===== src/rtl/crc_frame_pkg.sv =====
package crc_frame_pkg;
    localparam int CRC_W = 16;

    typedef enum logic [1:0] {
        ECM_BIT_CCITT  = 2'd0,
        ECM_BYTE_CRC16 = 2'd1,
        ECM_BYTE_CCITT = 2'd2,
        ECM_BYTE_ALT   = 2'd3
    } ecm_e;

    typedef struct packed {
        logic [CRC_W-1:0] poly;
        logic [CRC_W-1:0] init;
        logic             inv;
        logic [CRC_W-1:0] residue;
    } crc_cfg_t;
endpackage


===== src/rtl/crc_mode_decode.sv =====
module crc_mode_decode
    import crc_frame_pkg::*;
#(
    parameter logic [CRC_W-1:0] POLY_CCITT  = 16'h1021,
    parameter logic [CRC_W-1:0] POLY_C16    = 16'h8005,
    parameter logic [CRC_W-1:0] RESIDUE_INV = 16'h1D0F
) (
    input  logic [1:0] ecm_mode,
    output crc_cfg_t   cfg
);
    localparam logic [CRC_W-1:0] ALL_ONES  = '1;
    localparam logic [CRC_W-1:0] ALL_ZEROS = '0;

    always_comb begin
        case (ecm_e'(ecm_mode))
            ECM_BIT_CCITT: begin
                cfg.poly    = POLY_CCITT;
                cfg.init    = ALL_ONES;
                cfg.inv     = 1'b1;
                cfg.residue = RESIDUE_INV;
            end
            ECM_BYTE_CRC16: begin
                cfg.poly    = POLY_C16;
                cfg.init    = ALL_ZEROS;
                cfg.inv     = 1'b0;
                cfg.residue = ALL_ZEROS;
            end
            default: begin
                cfg.poly    = POLY_CCITT;
                cfg.init    = ALL_ZEROS;
                cfg.inv     = 1'b0;
                cfg.residue = ALL_ZEROS;
            end
        endcase
    end
endmodule


===== src/rtl/crc_lane.sv =====
module crc_lane #(
    parameter int W = 16
) (
    input  logic         clk,
    input  logic         rst_n,
    input  logic [W-1:0] poly,
    input  logic [W-1:0] init,
    input  logic         preset,
    input  logic         bit_en,
    input  logic         din,
    input  logic         drain,
    output logic [W-1:0] crc
);
    typedef struct packed {
        logic [W-1:0] crc;
    } lane_st_t;

    lane_st_t     st_d, st_q;
    logic         fb;
    logic [W-1:0] shifted;

    always_comb begin
        st_d    = st_q;
        fb      = st_q.crc[W-1] ^ din;
        shifted = {st_q.crc[W-2:0], 1'b0};
        if (preset) begin
            st_d.crc = init;
        end else if (bit_en) begin
            if (drain) begin
                st_d.crc = shifted;
            end else begin
                st_d.crc = shifted ^ (fb ? poly : '0);
            end
        end
    end

    always_ff @(posedge clk or negedge rst_n) begin
        if (!rst_n) begin
            st_q <= '0;
        end else begin
            st_q <= st_d;
        end
    end

    assign crc = st_q.crc;
endmodule


===== src/rtl/crc_frame_unit.sv =====
module crc_frame_unit
    import crc_frame_pkg::*;
#(
    parameter logic [CRC_W-1:0] POLY_CCITT  = 16'h1021,
    parameter logic [CRC_W-1:0] POLY_C16    = 16'h8005,
    parameter logic [CRC_W-1:0] RESIDUE_INV = 16'h1D0F
) (
    input  logic       clk,
    input  logic       rst_n,
    input  logic [1:0] ecm_mode,
    input  logic       tx_preset,
    input  logic       tx_bit_en,
    input  logic       tx_data,
    input  logic       tx_drain,
    output logic       tx_ser,
    input  logic       rx_preset,
    input  logic       rx_bit_en,
    input  logic       rx_data,
    output logic       rx_ok
);
    localparam int MSB = CRC_W - 1;

    crc_cfg_t         cfg;
    logic [CRC_W-1:0] tx_crc;
    logic [CRC_W-1:0] rx_crc;
    logic             unused_tx_low;

    crc_mode_decode #(
        .POLY_CCITT (POLY_CCITT),
        .POLY_C16   (POLY_C16),
        .RESIDUE_INV(RESIDUE_INV)
    ) u_decode (
        .ecm_mode(ecm_mode),
        .cfg     (cfg)
    );

    crc_lane #(.W(CRC_W)) u_tx_lane (
        .clk   (clk),
        .rst_n (rst_n),
        .poly  (cfg.poly),
        .init  (cfg.init),
        .preset(tx_preset),
        .bit_en(tx_bit_en),
        .din   (tx_data),
        .drain (tx_drain),
        .crc   (tx_crc)
    );

    crc_lane #(.W(CRC_W)) u_rx_lane (
        .clk   (clk),
        .rst_n (rst_n),
        .poly  (cfg.poly),
        .init  (cfg.init),
        .preset(rx_preset),
        .bit_en(rx_bit_en),
        .din   (rx_data),
        .drain (1'b0),
        .crc   (rx_crc)
    );

    assign tx_ser        = tx_crc[MSB] ^ cfg.inv;
    assign rx_ok         = (rx_crc == cfg.residue);
    assign unused_tx_low = ^tx_crc[MSB-1:0];
endmodule


===== config.mk =====
export PLATFORM = sky130hd
export DESIGN_NAME = crc_frame_unit
export DESIGN_NICKNAME = d
export VERILOG_FILES = /design/src/rtl/crc_frame_pkg.sv /design/src/rtl/crc_mode_decode.sv /design/src/rtl/crc_lane.sv /design/src/rtl/crc_frame_unit.sv
export SDC_FILE = /design/constraint.sdc
export NUM_CORES = 1
export LEC_CHECK = 0
export BUFFER_PORTS_ARGS = -buffer_cell sky130_fd_sc_hd__buf_2
export CAP_MARGIN = 20
export CORE_MARGIN = 2
export CORE_UTILIZATION = 58
export CTS_CLUSTER_SIZE = 24
export DETAILED_ROUTE_END_ITERATION = 8
export PLACE_DENSITY = 0.79
export SLEW_MARGIN = 40
export SYNTH_ARGS = -nofsm -noshare
export SYNTH_HDL_FRONTEND = slang
export SYNTH_SLANG_ARGS = --single-unit

===== constraint.sdc =====
create_clock -name clk -period 2.1 [get_ports clk]
set_input_delay 0.42 -clock clk [delete_from_list [all_inputs] [get_ports clk]]
set_output_delay 0.42 -clock clk [all_outputs]
set_load 0.05 [all_outputs]

* Word-level counts from Yosys, hierarchy flattened
Index checks and enable logic that the tools add are counted.
** Word-level totals
- Word-level logic and storage cells :: 20
- Output and inout port bits :: 2
- Flip-flop bits (word level) :: 32
- Input bits :: 11
** Cells by class
- Muxes and demuxes :: 8
- Equal/unequal tests :: 2
- Bitwise logic cells :: 5
- Reduce and logical (&&, ||, !) cells :: 3
** Operators by type and width (count)
- 16-bit two-way mux :: 7
- 49-bit one-hot mux with 2 select lines :: 1
- 16-bit bitwise XOR :: 2
- 16-bit equality test :: 1
- 2-bit nonzero test :: 2
- 1-bit bitwise XOR :: 3
- 2-bit by 1-bit equality test with 1-bit output (second input constant) :: 1
- 2-bit logical NOT :: 1

* Depth between registers and ports, before layout
- Word-level depth :: 7
- Depth in mapped cells :: 4
- Depth with buffers taken out :: 4

* Hierarchy
Synthesis repeated with hierarchy kept, for this count alone.
** Unflattened totals
- Cell total of the unflattened synthesis :: 324
- Area, all modules :: 2761.4 um^2
** By module, submodules not included
- crc_lane :: cells each 125, area an instance 1101.1 um^2, instances 2, seq. area each 400.4 um^2
- crc_mode_decode :: cells each 51, area an instance 369.1 um^2, instances 1, seq. area each 0.0 um^2
- crc_frame_unit :: cells each 23, area an instance 190.2 um^2, instances 1, seq. area each 0.0 um^2

* Worst setup path before layout
No wires, ideal clock.
- Kind :: input to output
- Start :: input ecm_mode[0]
- End :: output tx_ser
- Arrival :: 1.537 ns
- Cell stages on the path :: 2
- Path slack :: 0.143 ns
- Required time :: 1.680 ns
- Buffers on the path :: 0
- Cell sequence :: nor2_1 xor2_1
** Between the ends
- Word-level cells in the longest chain between the ends :: 3
- Elaborated cells between the ends (all ways) :: 4
- Those cells by class :: 1 x eq/ne; 1 x mux; 1 x bitwise; 1 x reduce/logical
** RTL lines
- start, declared :: RTL line crc_frame_unit.sv:10 : input logic [1:0] ecm_mode,
- 2-bit by 1-bit equality test with 1-bit output / 2-bit logical NOT (equally long branches) :: RTL line crc_mode_decode.sv:15 : case (ecm_e'(ecm_mode))
- 49-bit one-hot mux with 2 select lines (*) :: RTL line crc_mode_decode.sv:15
- 1-bit bitwise XOR (*) :: RTL line crc_frame_unit.sv:61 : assign tx_ser = tx_crc[MSB] ^ cfg.inv;
- end, declared :: RTL line crc_frame_unit.sv:15 : output logic tx_ser,
Every way passes the cells marked *; elsewhere a longest branch is shown, timed or not.

* Worst setup path after layout
- Start :: register u_rx_lane.st_q (netlist bit u_rx_lane.crc[3])
- End :: output rx_ok
** Between the ends
- Word-level cells in the longest chain between the ends :: 1
** RTL lines
- start, declared :: RTL line crc_lane.sv:18 : lane_st_t st_d, st_q;
- start signal, assigned :: RTL line crc_lane.sv:41 : st_q <= st_d;
- 16-bit equality test :: RTL line crc_frame_unit.sv:62 : assign rx_ok = (rx_crc == cfg.residue);
- end, declared :: RTL line crc_frame_unit.sv:19 : output logic rx_ok
Every way passes these cells.

==> summary.txt <==
ROUTE
--------------------------------------------------------------------------------
Routed wire per std cell                                                 15.6 µm
Number of remaining DRC errors                                                 0
Number of DRC violations after detailed-routing iteration 0                   79
Via count                                                                  1,360
Count of TritonRoute iterations in the first routing pass                      5
WL final                                                                 3.41 mm
Vias per cell                                                               6.21
DRT antenna net count                                                          0

STA
--------------------------------------------------------------------------------
Transition time of the tightest slew-check pin                          0.690 ns
Post-Route Skew                                                       0.00726 ns
Total negative slack                                                  -0.0621 ns
Final Setup Violations                                                         1
Crit path time final                                                     2.16 ns
Unrepaired setup endpoints after global routing                              yes
Upper clock frequency limit                                              463 MHz
Rel. slew slack                                                            54.0%
Final max-slew violation count                                                 0
Hold Slack                                                              0.105 ns
Count of final hold-check violations                                           0
Fraction of the cycle the final worst path needs                            103%
Setup slack of the critical path after layout                         -0.0621 ns

CTS
--------------------------------------------------------------------------------
TritonCTS buffer count                                                         5
Number of H-tree levels                                                        2
Sink count of the clock tree                                                  32
Clock tree from TritonCTS                                                    yes
Clock latency reported for the late side of the worst-skew pair          0.34 ns
Quantity of hold-fixing buffers added after cts                                0
Root Driver                                                             clkbuf_4
Maximum buffer depth of the clock tree                                         2
Clock transition at the registers of the reported paths                  0.10 ns

CRITICAL PATH
--------------------------------------------------------------------------------
Data required, critical path                                             1.68 ns
Path type of the worst setup path                                   flip-flop to output port
Largest driver fanout on the critical path                                     2
Crit end category                                                    output port
Source of the worst register-to-register timing path                u_tx_lane.crc[15]
Worst Path Arrival                                                       1.74 ns
Critical path startpoint category                                      flip-flop
Startpoint of the most critical setup path                          u_rx_lane.crc[3]

FINAL LAYOUT
--------------------------------------------------------------------------------
Reg area                                                                 801 µm²
Share of the core filled with cells                                        69.4%
Antenna Cells                                                                  0
Multi-input gate area                                                    771 µm²
Fill cells                                                                   204
Fraction of final layout cells with drive strength greater than 1          19.1%
Final layout net count                                                       198
Area growth from synthesis to final layout                                 16.1%

GLOBAL ROUTING
--------------------------------------------------------------------------------
Total congestion overflow                                                      0
Number of global-route vias before repair                                  1,283
Maximum number of pins on one net before global-route repair                  33
Antenna violations before repair                                               0
Overall routing resource usage                                             24.3%
Global-route wire length before repair                                   5.97 mm

PWR
--------------------------------------------------------------------------------
Peak supply drop                                                        0.735 mV
Power per cell area                                                   789 nW/µm²
Post-route total power                                                   1470 µW
Leakage Power                                                        0.000842 µW

WORST HOLD PATH
--------------------------------------------------------------------------------
Class of the worst hold path                                        input port to asynchronous set/reset pin

LOGIC SYNTHESIS
--------------------------------------------------------------------------------
Average footprint of a synthesized cell                                 9.80 µm²
Post-Syn Nets                                                                175
Post-synthesis register bit count                                             32
Post-Synthesis Cell Area                                                1610 µm²
Yosys Warn Count                                                               0
Post-synthesis cell count                                                    164
Portion of the post-synthesis area used by sequential elements             49.8%
Number of unique standard cell types used by synthesis                        23

FLOORPLAN
--------------------------------------------------------------------------------
Num rows                                                                      19
DIE AREA                                                                3210 µm²
Die Span Y                                                               56.6 µm
Chip width                                                               56.6 µm
Num ports                                                                     13
Core region area                                                        2690 µm²
Initial core utilization                                                   59.8%

STATUS
--------------------------------------------------------------------------------
Violated checks                                                     negative setup slack
Status                                                              complete, but fails checks

PLACE
--------------------------------------------------------------------------------
Number of buffers inserted by port buffering                                  12
Routability-driven placement congestion ratio                              0.801
Detailed-placement wirelength estimate                                   2.19 mm
Worst setup timing slack at the placement stage                         0.137 ns

RUN
--------------------------------------------------------------------------------
Max Cap Viol                                                                   0

[flip-flops by register name (all words and copies together), names as in the netlist]
name,count
u_tx_lane.crc,16
u_rx_lane.crc,16
[report_power, final]
part	switching (µW)	internal (µW)	total, µW
clock	223	248	471
sequential	47.2	679	726
combinational	151	123	274
[critical path, cell delays in order, from the launching register on]
cell and delay [ns]:
dfrtp_1 0.38, nand4_1 0.10, or4_1 0.48, o21ai_1 0.10, and3_1 0.19, buf_6 0.16
[cell families (layout without fill, tap and decap cells)]
logic type,Yosys count,in the layout,share of synthesized area [%]
muxes,11,11,6.85
DFF,32,32,49.8
xor gates and xnor gates,3,3,2.10
AOI/OAI and AO/OA,46,46,18.8
buffers and inverters,11,35,2.57
and+or+nand+nor,61,61,19.8
[per-stage QoR]
step / instances / area (µm²)
6_report: 219 / 1870
2_1_floorplan: 164 / 1610
3_3_place_gp: 200 / 1690
3_5_place_dp: 200 / 1690
4_1_cts: 217 / 1850
5_1_grt: 219 / 1870
[placed cells by master (no fill, tap or decap), types with 2 or more instances in the layout]
cell type  Yosys  layout
nand4_1        2       2
dfrtp_1       32      32
or3_1          4       4
nor2_1        21      21
a21o_1         2       2
and3_1         4       4
nor2b_1       13      13
buf_2          0      11
a211oi_1      11      11
a311oi_1       2       2
o21ai_0        9       8
buf_4          0      14
mux2i_1       11      11
or4_1          5       5
a311o_1        3       3
a21oi_1       12      12
o31ai_1        7       7
clkbuf_4       0       5
nor4_1         4       3
nand2_1        7       7
[worst paths after layout]
path                       cells after the start  slack (ns)           endpoint
setup / recovery                               5       -0.06              rx_ok
hold / removal                                 1        0.11   u_rx_lane.crc[3]
setup reg to reg                               4        0.39   u_tx_lane.crc[5]
hold reg to reg                                2        0.57  u_rx_lane.crc[14]
max in group asynchronous                      1        1.55   u_rx_lane.crc[8]
min in group clk                               2        0.32   u_tx_lane.crc[2]
[cells in the mapped netlist]
cell      number  share of area, %
o21ai_0        9               2.8
inv_1          1              0.23
a311o_1        3               1.9
a21oi_1       12               3.7
clkbuf_1      10               2.3
dfrtp_1       32                50
nor2_1        21               4.9
xor2_1         1              0.55
xnor2_2        1               1.0
and3_1         4               1.6
a211oi_1      11               5.1
or3_1          4               1.6
nand4_1        2              0.78
nand2b_1       1              0.39
or4_1          5               2.3
nor4_1         4               1.6
nand2_1        7               1.6
a311oi_1       2               1.1
xnor2_1        1              0.55
mux2i_1       11               6.9
o31ai_1        7               3.3
a21o_1         2              0.93
nor2b_1       13               5.1
[routing by layer]
layer | wire (µm) | vias to the layer above | GRT usage, %
li1 | - | 653 | -
met1 | 1540 | 658 | 34.1
met2 | 1620 | 39 | 36.2
met3 | 173 | 10 | 4.84
met4 | 81 | 0 | 11.2
met5 | 0 | - | 0
[what timing repair did]
item                                    in CTS  in global routing
pin swaps                                    2                  3
endpoints found under the setup margin       1                  1
buffers inserted                             9                  2
gates resized for setup                      4                  0
[cell type report]
type | count | area share (%)
clock buffer | 5 | 2.01
clock inverter | 3 | 2.28
inverter | 1 | 0.201
multi-input combinational | 121 | 41.3
sequential | 32 | 42.9
tap | 31 | 2.08
timing repair buffer | 26 | 9.19
Note: power is estimated with default switching activity, not from simulation.
